$ cat src/rtl/swrst_pkg.sv
// Package: shared helpers for the software reset strap sequencer.
// Assumes: lengths passed in are positive cycle counts.
package swrst_pkg;

    // Width of a down counter that must hold the value len.
    function automatic int cnt_width(input int len);
        return (len < 2) ? 1 : $clog2(len + 1);
    endfunction

endpackage

$ cat src/rtl/swrst_wr_decode.sv
// Module: swrst_wr_decode
// Turns a management write strobe into a one-cycle reset request when the
// upper byte is written with the reset bit set.
// Assumes: wr_en is a single-cycle strobe aligned to clk.
module swrst_wr_decode #(
    parameter int RST_BIT = 7
) (
    input  logic       wr_en,
    input  logic       wr_hi,
    input  logic [7:0] wr_data,
    output logic       req
);
    // Only the reset bit of the upper byte matters here.
    logic unused_bits;
    assign unused_bits = ^wr_data;

    // Request: upper-byte write with the reset bit set.
    always_comb begin
        req = wr_en & wr_hi & wr_data[RST_BIT];
    end
endmodule

$ cat src/rtl/swrst_cycle_timer.sv
// Module: swrst_cycle_timer
// Reloadable down counter. A start loads LEN. The counter is active while it
// is nonzero. "expire" marks the edge on which it reaches zero with no new
// start pending.
// Assumes: LEN >= 1; start has priority over counting down.
module swrst_cycle_timer
    import swrst_pkg::*;
#(
    parameter int LEN = 13
) (
    input  logic clk,
    input  logic rst_n,
    input  logic start,
    output logic active,
    output logic expire
);
    localparam int CW = cnt_width(LEN);
    localparam logic [CW-1:0] LOADV = CW'(LEN);
    localparam logic [CW-1:0] ONE   = CW'(1);

    logic [CW-1:0] cnt;

    // Counter: reload on start, otherwise count down to zero.
    always_ff @(posedge clk) begin
        if (!rst_n) begin
            cnt <= '0;
        end else if (start) begin
            cnt <= LOADV;
        end else if (cnt != '0) begin
            cnt <= cnt - ONE;
        end
    end

    // Status decode from the counter state.
    always_comb begin
        active = (cnt != '0);
        expire = (cnt == ONE) && !start;
    end
endmodule

$ cat src/rtl/swrst_strap_latch.sv
// Module: swrst_strap_latch
// Holding register for the configuration straps, loaded only when told to.
// Assumes: strap_in is stable at the load edge (settled by the external pulls).
module swrst_strap_latch #(
    parameter int               STRAP_W = 10,
    parameter logic [STRAP_W-1:0] CFG_RST = '0
) (
    input  logic               clk,
    input  logic               rst_n,
    input  logic               load,
    input  logic [STRAP_W-1:0] strap_in,
    output logic [STRAP_W-1:0] cfg_q
);
    // Capture register: loads on the release edge, holds otherwise.
    always_ff @(posedge clk) begin
        if (!rst_n) begin
            cfg_q <= CFG_RST;
        end else if (load) begin
            cfg_q <= strap_in;
        end
    end
endmodule

$ cat src/rtl/swrst_strap_seq.sv
// Module: swrst_strap_seq (top)
// Software reset sequencer. A reset write starts a self-timed reset of
// RST_CYC cycles and, at the same time, an output-disable window of OE_CYC
// cycles for the address pin drivers. The straps are captured on the edge
// where the reset releases.
// Assumes: OE_CYC > RST_CYC >= 1; synchronous active-low rst_n.
module swrst_strap_seq #(
    parameter int                 RST_CYC = 13,
    parameter int                 OE_CYC  = 43,
    parameter int                 STRAP_W = 10,
    parameter int                 RST_BIT = 7,
    parameter logic [STRAP_W-1:0] CFG_RST = '0
) (
    input  logic               clk,
    input  logic               rst_n,
    input  logic               wr_en,
    input  logic               wr_hi,
    input  logic [7:0]         wr_data,
    input  logic [STRAP_W-1:0] strap_in,
    output logic               sw_reset,
    output logic               rst_bit_rd,
    output logic               addr_oe,
    output logic [STRAP_W-1:0] cfg_latched
);
    logic req;
    logic rst_act, rst_exp;
    logic oe_act;
    logic oe_exp_unused;

    // Write decode: reset request strobe.
    swrst_wr_decode #(.RST_BIT(RST_BIT)) u_dec (
        .wr_en  (wr_en),
        .wr_hi  (wr_hi),
        .wr_data(wr_data),
        .req    (req)
    );

    // Reset pulse timer.
    swrst_cycle_timer #(.LEN(RST_CYC)) u_rst_tmr (
        .clk   (clk),
        .rst_n (rst_n),
        .start (req),
        .active(rst_act),
        .expire(rst_exp)
    );

    // Address driver disable timer.
    swrst_cycle_timer #(.LEN(OE_CYC)) u_oe_tmr (
        .clk   (clk),
        .rst_n (rst_n),
        .start (req),
        .active(oe_act),
        .expire(oe_exp_unused)
    );

    // Strap capture on the reset release edge.
    swrst_strap_latch #(.STRAP_W(STRAP_W), .CFG_RST(CFG_RST)) u_latch (
        .clk     (clk),
        .rst_n   (rst_n),
        .load    (rst_exp),
        .strap_in(strap_in),
        .cfg_q   (cfg_latched)
    );

    // Output mapping.
    always_comb begin
        sw_reset   = rst_act;
        rst_bit_rd = rst_act;
        addr_oe    = !oe_act;
    end
endmodule

$ cat config.mk
export PLATFORM = sky130hd
export DESIGN_NAME = swrst_strap_seq
export DESIGN_NICKNAME = d
export VERILOG_FILES = /design/src/rtl/swrst_pkg.sv /design/src/rtl/swrst_wr_decode.sv /design/src/rtl/swrst_cycle_timer.sv /design/src/rtl/swrst_strap_latch.sv /design/src/rtl/swrst_strap_seq.sv
export SDC_FILE = /design/constraint.sdc
export NUM_CORES = 1
export LEC_CHECK = 0
export BUFFER_PORTS_ARGS = -buffer_cell sky130_fd_sc_hd__buf_2
export CORE_ASPECT_RATIO = 1.25
export CORE_MARGIN = 2
export CORE_UTILIZATION = 50
export DETAILED_ROUTE_END_ITERATION = 6
export GPL_TIMING_DRIVEN = 0
export PLACE_DENSITY = 0.82
export SLEW_MARGIN = 20
export SYNTH_ARGS = -nofsm -noshare
export SYNTH_HDL_FRONTEND = slang
export SYNTH_HIERARCHICAL = 1
export SYNTH_SLANG_ARGS = --single-unit
$ cat constraint.sdc
create_clock -name clk -period 3 [get_ports clk]
set_clock_uncertainty 0.2 [all_clocks]
set_input_delay 0.45 -clock clk [delete_from_list [all_inputs] [get_ports clk]]
set_output_delay 0.45 -clock clk [all_outputs]
set_load 0.02 [all_outputs]
==> results of run 1 <==
-- path summary, 6_finish.rpt --
kind / to / cells past startpoint / slack, ns
worst min register to register: u_latch/cfg_q[6] / 2 / 0.32
worst max-delay path: sw_reset / 6 / 0.66
worst min-delay path: u_latch/cfg_q[6] / 3 / 0.21
worst max register to register: u_rst_tmr/cnt[1] / 5 / 1.20
-- registers in the layout (all words and copies together), names as in the netlist --
name and count:
u_rst_tmr/cnt 4, u_latch/cfg_q 10, u_oe_tmr/cnt 6
-- metrics by stage --
stage / cells / util / setup WS (ns)
final: 147 / 0.6471 / 0.6557
after global routing: 147 / 0.6471 / 0.5322
after CTS: 147 / 0.6471 / 0.6429
after detailed placement: 143 / 0.6265 / 0.9776
after global placement: 143 / 0.6265 / 1.002
after floorplan: 97 / - / 1.043
-- worst register-to-register path, cell delays in order (launching register included) --
cell and delay (ns):
dfxtp_1 0.36, inv_1 0.07, ha_1 0.19, or3b_1 0.36, clkbuf_1 0.15, a2111oi_1 0.38
-- power by group --
group          internal [mW]  switching, mW  leakage (nW)
clock network         0.0738         0.0771        0.0210
logic                  0.287          0.348         0.317
registers              0.354         0.0819         0.164
total                  0.714          0.507         0.502
-- cell type report --
class | instances | area, um2
sequential | 20 | 400.4
timing repair buffer | 27 | 135.1
fill | 163 | 623.1
tap | 19 | 23.77
clock buffer | 4 | 36.28
buffer | 4 | 26.28
inverter | 10 | 37.54
multi-input combinational | 63 | 483.0
-- routing by layer --
metal | wire length [um] | track usage | vias up | part of all wire
met3 | 107 | 0.03103 | 2 | 0.061
li1 | - | - | 400 | -
met1 | 766 | 0.1786 | 363 | 0.43
met5 | 0 | 0 | - | 0
met4 | 13 | 0.06061 | 0 | 0.0074
met2 | 880 | 0.3005 | 22 | 0.50
==> impl_metrics.json, run 1 <==
{
  "critical-path-max-stage-delay_ns": 0.36,
  "num_io_pins": 35,
  "gp_congestion": 0.8374,
  "detail_route.wl_per_cell_um": 12.03,
  "fmax_mhz": 426.6,
  "cts_htree_levels": 1,
  "drive_gt1_frac": 0.2656,
  "start_util": 0.5365,
  "drv_cap": 0,
  "period_needed_ns": 2.344,
  "drt-initial-drc-count": 10,
  "path_max_fanout": 5,
  "hold_ws_ns": 0.2101,
  "vdd_ir_drop_max_mv": 0.6536,
  "worst_pin_slew_ns": 0.5785,
  "hold_path_class": "in -> reg",
  "critPathSlowestCell": "dfxtp_1",
  "clockBufferDepth": 2,
  "netlist_area_um2": 947.2,
  "worstSetupPathType": "reg -> out",
  "cts.sinks": 20,
  "fin_area_um2": 1142,
  "cts-root-buf": "clkbuf_4",
  "hpwl_um": 1329,
  "hold_buffers": 0,
  "areaGrowthSynthToFinish_pct": 20.61,
  "postPlaceCellArea_um2": 1106,
  "crit_family": "buffers and inverters",
  "coreArea_um2": 1765,
  "rows": 17,
  "antenna_found_initial": 0,
  "io_buffers": 27,
  "syn_inst": 97,
  "fp.dieW_um": 42.93,
  "final_hold_viol_count": 0,
  "layout_common_cells": "buf_2 (27), dfxtp_1 (20), mux2i_1 (11)",
  "grt_pass1_vias": 717,
  "cp.required_ns": 2.35,
  "cts_tree": "built",
  "post_synth.cell_area_avg_um2": 9.765,
  "cts_setup_buffers": 0,
  "path_buf_inv": 4,
  "synth_fp_nets": 123,
  "relSlewSlack": 0.6111,
  "worst_skew_pair.late_latency_ns": 0.29,
  "globalRouteOverflowTotal": 0,
  "rsz0062_at_grt": "no",
  "num_vias": 787,
  "min_period_over_period": 0.7814,
  "dr.pass1.iters": 4,
  "vias_per_cell": 5.354,
  "layout.nets": 155,
  "antenna_left": 0,
  "grt_use_total": 0.1613,
  "grt_max_degree": 17,
  "powerDensity_nw_per_um2": 1069,
  "status": "finished clean",
  "antenna_cells": 0,
  "crit_path_start": "u_rst_tmr/cnt[0]",
  "total_power_mw": 1.221,
  "crit_arrival_ns": 1.69,
  "layout_commonest_cell": "buf_2",
  "die_h_um": 52.66,
  "setup_viol": 0,
  "reg2reg_from": "u_rst_tmr/cnt[0]",
  "cts_resized": 0,
  "clkSlewWorstSetupHoldPaths_ns": 0.11,
  "remaining_drc_errors": 0,
  "die-area_um2": 2261,
  "cts-buffers-inserted": 3,
  "worstSetupStartpointType": "flip-flop",
  "p_leak_nw": 0.5023,
  "crit_chain": "inv_1 > ha_1 > or3b_1 > clkbuf_1 > buf_4 > buf_2",
  "end_kind": "output port",
  "hold_start": "strap_in[6]",
  "ys_warn_count": 6,
  "tns_ns": 0,
  "wirelength_um": 1768,
  "grt_pass1_wl_um": 2808,
  "finalMaxSlewViolations": 0
}
Note: power is estimated with default switching activity, not from simulation.
==> inputs of run 2 (changes only) <==
- CORE_UTILIZATION: 50 -> 43
- PLACE_DENSITY: 0.82 -> 0.76
- clock period: 3 -> 2.1 ns (I/O delays scaled with it)
==> impl_metrics.json, run 2 (same netlist as run 1, synthesis figures left out) <==
{
  "status": "finished clean",
  "hpwl_um": 1384,
  "total_power_mw": 1.894,
  "top_register": "u_latch/cfg_q",
  "cp.required_ns": 1.58,
  "layout.nets": 158,
  "hold_buffers": 0,
  "min_period_over_period": 0.9571,
  "p_leak_nw": 0.5255,
  "globalRouteOverflowTotal": 0,
  "antenna_cells": 0,
  "layout_commonest_cell": "buf_2",
  "crit_arrival_ns": 1.49,
  "cts.sinks": 20,
  "antenna_found_initial": 0,
  "setup_viol": 0,
  "n_fill_cell": 189,
  "clockBufferDepth": 2,
  "vdd_ir_drop_max_mv": 0.7246,
  "cts_htree_levels": 1,
  "stdcell_count": 152,
  "drt-initial-drc-count": 15,
  "grt_pass1_vias": 796,
  "remaining_drc_errors": 0,
  "num_vias": 813,
  "dr.pass1.iters": 4,
  "die_h_um": 56.48,
  "finalMaxSlewViolations": 0,
  "largest_registers": "u_latch/cfg_q (10), u_oe_tmr/cnt (6), u_rst_tmr/cnt (4)",
  "largest_reg_flops": 10,
  "areaGrowthSynthToFinish_pct": 27.21,
  "relSlewSlack": 0.7379,
  "vias_per_cell": 5.349,
  "final_hold_viol_count": 0,
  "tns_ns": 0,
  "period_needed_ns": 2.010,
  "rows": 19,
  "postLayoutSetupSlackWorst_ns": 0.09009,
  "fp.dieW_um": 45.98,
  "detail_route.wl_per_cell_um": 12.66,
  "coreArea_um2": 2140,
  "grt_use_total": 0.1611,
  "antenna_left": 0,
  "clkSlewWorstSetupHoldPaths_ns": 0.11,
  "io_buffers": 27,
  "layout_common_cells": "buf_2 (26), dfxtp_1 (18), mux2i_1 (11)",
  "fmax_mhz": 497.5,
  "powerDensity_nw_per_um2": 1572,
  "drv_cap": 0,
  "die-area_um2": 2597,
  "grt_pass1_wl_um": 3174,
  "start_util": 0.4427,
  "worstSetupPathType": "reg -> out",
  "cts_tree": "built",
  "dpl_worst_slack_ns": 0.1925,
  "path_max_fanout": 3,
  "worstSetupStartpointType": "flip-flop",
  "cts-root-buf": "clkbuf_4",
  "worst_pin_slew_ns": 0.3902,
  "dpl.cell_count": 145,
  "num_io_pins": 35,
  "fin_util": 0.5632,
  "rsz0062_at_grt": "no",
  "gp_congestion": 0.8578,
  "grt_max_degree": 17,
  "end_kind": "output port",
  "wirelength_um": 1925,
  "drive_gt1_frac": 0.3359,
  "cts-buffers-inserted": 3,
  "worst_skew_pair.late_latency_ns": 0.29,
  "hold_path_class": "in -> reg"
}
## run 2: path summary, 6_finish.rpt
| kind | startpoint | end | slack (ns) | cells after the start |
|---|---|---|---|---|
| worst max-delay path | u_rst_tmr/cnt[1] | sw_reset | 0.09 | 5 |
| worst max register to register | u_rst_tmr/cnt[1] | u_rst_tmr/cnt[1] | 0.34 | 5 |
| worst min register to register | u_latch/cfg_q[7] | u_latch/cfg_q[7] | 0.32 | 2 |
| worst min-delay path | strap_in[7] | u_latch/cfg_q[7] | 0.08 | 3 |
## run 2: metal layers
metal  GRT usage  share of wire
met4     0.06122              0
met2      0.2877           0.52
met3     0.02894          0.047
met1      0.1776           0.43
met5           0              0
## run 2: through the flow
stage,cell area [um2],hold slack (ns)
floorplan,947.2,0.2429
global placement,1109,0.2929
detailed placement,1109,0.3050
CTS,1164,0.07882
global route,1205,0.07860
finish,1205,0.07947
## run 2: power by group
group          switching [mW]  internal [mW]  leakage, nW
logic                   0.525          0.506        0.339
clock network           0.109          0.106       0.0210
registers               0.136          0.513        0.165
total                   0.770           1.12        0.526
## run 2: repair_timing
item | in CTS | in global routing
setup buffers | 1 | 3
pin swaps | 0 | 1
gates cloned | 0 | 0
resized for setup | 4 | 7
setup endpoints to repair | 3 | 1
## run 2: cell type report
class	count	area (um2)	area share
repair buffers	31	167.7	0.1391
multi-input cells	63	506.7	0.4206
inverters	10	40.04	0.03323
plain buffers	3	22.52	0.01869
clock buffers	4	36.28	0.03011
well taps	21	26.28	0.02181
flip-flops and latches	20	405.4	0.3364
## run 2: critical path, cell delays in order (launching register included)
cell	delay, ns
dfxtp_2	0.34
inv_2	0.07
ha_4	0.13
or3b_4	0.38
buf_4	0.14
buf_4	0.15
==> inputs of run 3 (changes only) <==
- CORE_UTILIZATION: 43 -> 42
- PLACE_DENSITY: 0.76 -> 0.75
- SYNTH_HIERARCHICAL: 1 -> unset
==> impl_metrics.json, run 3 <==
{
  "yosysTopAreaCell": "dfxtp_1",
  "tns_ns": 0,
  "cts-buffers-inserted": 3,
  "final_hold_viol_count": 0,
  "synth_edf_count": 0,
  "hpwl_um": 1565,
  "grt_use_total": 0.1721,
  "synthArstFlopShare": 0,
  "dpl_worst_slack_ns": 0.07665,
  "rows": 19,
  "layout_commonest_cell": "buf_2",
  "remaining_drc_errors": 0,
  "largest_reg_flops": 10,
  "worstSetupPathType": "reg -> out",
  "antenna_found_initial": 0,
  "drt-initial-drc-count": 18,
  "relSlewSlack": 0.5400,
  "synth_area_leaders": "dfxtp_1 (43%), a21oi_1 (7.0%), ha_1 (6.7%), nand3_1 (5.4%), o21ai_0 (5.4%)",
  "synth_ff_type": "dfxtp_1",
  "critical-path-max-stage-delay_ns": 0.41,
  "clkSlewWorstSetupHoldPaths_ns": 0.11,
  "postLayoutSetupSlackWorst_ns": 0.08305,
  "largest_registers": "u_latch.cfg_q (10), u_oe_tmr.cnt (6), u_rst_tmr.cnt (4)",
  "path_buf_inv": 1,
  "seq_area_frac_synth": 0.4290,
  "num_vias": 889,
  "gp_congestion": 0.8038,
  "period_needed_ns": 2.017,
  "dr.pass1.iters": 4,
  "globalRouteOverflowTotal": 0,
  "ys_types": 29,
  "cp.required_ns": 1.58,
  "num_io_pins": 35,
  "synth_fp_nets": 132,
  "antenna_left": 0,
  "fin_util": 0.5442,
  "die_h_um": 56.71,
  "worst_pin_slew_ns": 0.6870,
  "ys_warn_count": 0,
  "p_leak_nw": 0.5178,
  "antenna_cells": 0,
  "crit_family": "simple AND/OR/NAND/NOR gates",
  "detail_route.wl_per_cell_um": 12.61,
  "area.sequential_um2": 402.9,
  "drv_cap": 0,
  "synth_common_cells": "dfxtp_1 (20), a21oi_1 (13), nand3_1 (10), o21ai_0 (10), nor2_1 (6)",
  "hold_buffers": 0,
  "critPathSlowestCell": "or3_4",
  "min_period_over_period": 0.9605,
  "die-area_um2": 2618,
  "post_synth.cell_area_avg_um2": 8.889,
  "netlist_area_um2": 933.4,
  "ys_ff_latch": 20,
  "grt_max_degree": 12,
  "fp.dieW_um": 46.17,
  "crit_arrival_ns": 1.50,
  "worstSetupStartpointType": "flip-flop",
  "io_buffers": 27,
  "crit_chain": "or3_4 > nor2_2 > buf_2",
  "grt_pass1_wl_um": 3408,
  "areaGrowthSynthToFinish_pct": 26.14,
  "hold_ws_ns": 0.05222,
  "cts.sinks": 20,
  "cts_htree_levels": 1,
  "coreArea_um2": 2163,
  "yosysMostFrequentCell": "dfxtp_1",
  "clockBufferDepth": 2,
  "finalMaxSlewViolations": 0,
  "grt_pass1_vias": 836,
  "setup_viol": 0,
  "rsz0062_at_grt": "no",
  "end_kind": "output port",
  "cts_tree": "built",
  "powerDensity_nw_per_um2": 1459,
  "vdd_ir_drop_max_mv": 0.8014,
  "start_util": 0.4315,
  "syn_inst": 105,
  "status": "finished clean",
  "worst_skew_pair.late_latency_ns": 0.30,
  "fmax_mhz": 495.8,
  "wirelength_um": 2119,
  "vias_per_cell": 5.292,
  "cts-root-buf": "clkbuf_4",
  "layout_common_cells": "buf_2 (26), dfxtp_1 (18), a21oi_1 (13)",
  "n_fill_cell": 200,
  "synth_top_area_frac": 0.4290,
  "hold_path_class": "in -> reg",
  "layout.nets": 165,
  "multiInputGateArea_um2": 498.0,
  "drive_gt1_frac": 0.3358,
  "top_register": "u_latch.cfg_q",
  "path_max_fanout": 5
}
run 3: layout make-up:
cell class,instances,area share
multi-input cells,74,0.4230
clock buffers,4,0.03082
inverters,5,0.01594
plain buffers,4,0.01913
well taps,31,0.03294
repair buffers,30,0.1360
flip-flops and latches,20,0.3422
run 3: worst register-to-register path, stage by stage (launching register included):
cell and delay, ns:
dfxtp_2 0.36, buf_4 0.12, ha_1 0.16, or3b_2 0.43
clkbuf_1 0.21, o21ai_0 0.20, a21oi_1 0.09
run 3: stage by stage:
step / instance area (um2) / std cells / power [mW]
finish: 1177 / 168 / 1.718
global route: 1177 / 168 / 1.843
CTS: 1162 / 168 / 1.688
global placement: 1107 / 163 / 1.382
detailed placement: 1107 / 163 / 1.425
floorplan: 933.4 / 105 / 1.207
run 3: worst paths after layout:
check                      to              from  slack [ns]  cells past startpoint
min          u_latch.cfg_q[8]       strap_in[8]        0.05                      3
max reg2reg  u_latch.cfg_q[1]  u_rst_tmr.cnt[0]        0.21                      6
min reg2reg  u_latch.cfg_q[6]  u_latch.cfg_q[6]        0.28                      2
max                   addr_oe   u_oe_tmr.cnt[2]        0.08                      3
run 3: cells by family (layout without fill, tap and decap cells):
group	Yosys count	after routing	share of synthesized area
adders and majority gates	5	5	0.06702
and+or+nand+nor	33	33	0.2091
DFF	20	20	0.4290
buffers and inverters	11	43	0.05630
AOI/OAI and AO/OA	31	31	0.1903
muxes	1	1	0.01072
xor gates and xnor gates	4	4	0.03754
run 3: timing repair:
| action | CTS | global route |
|---|---|---|
| endpoints found under the setup margin | 2 | 2 |
| setup buffers | 2 | 1 |
| endpoints found under the hold margin | 0 | 0 |
| pin swaps | 0 | 1 |
| gates resized for setup | 5 | 4 |
| cloned | 0 | 0 |
run 3: report_power, final:
group	switching, mW	internal [mW]	leakage (nW)
combinational	0.484	0.406	0.332
clock	0.116	0.106	0.0210
sequential	0.103	0.503	0.165
run 3: routing by layer:
| layer | vias to the layer above | wire [um] | GRT usage |
|---|---|---|---|
| li1 | 439 | - | - |
| met1 | 430 | 846 | 0.1888 |
| met4 | 0 | 28 | 0.06939 |
| met2 | 16 | 1181 | 0.3135 |
| met3 | 4 | 62 | 0.01929 |
| met5 | - | 0 | 0 |
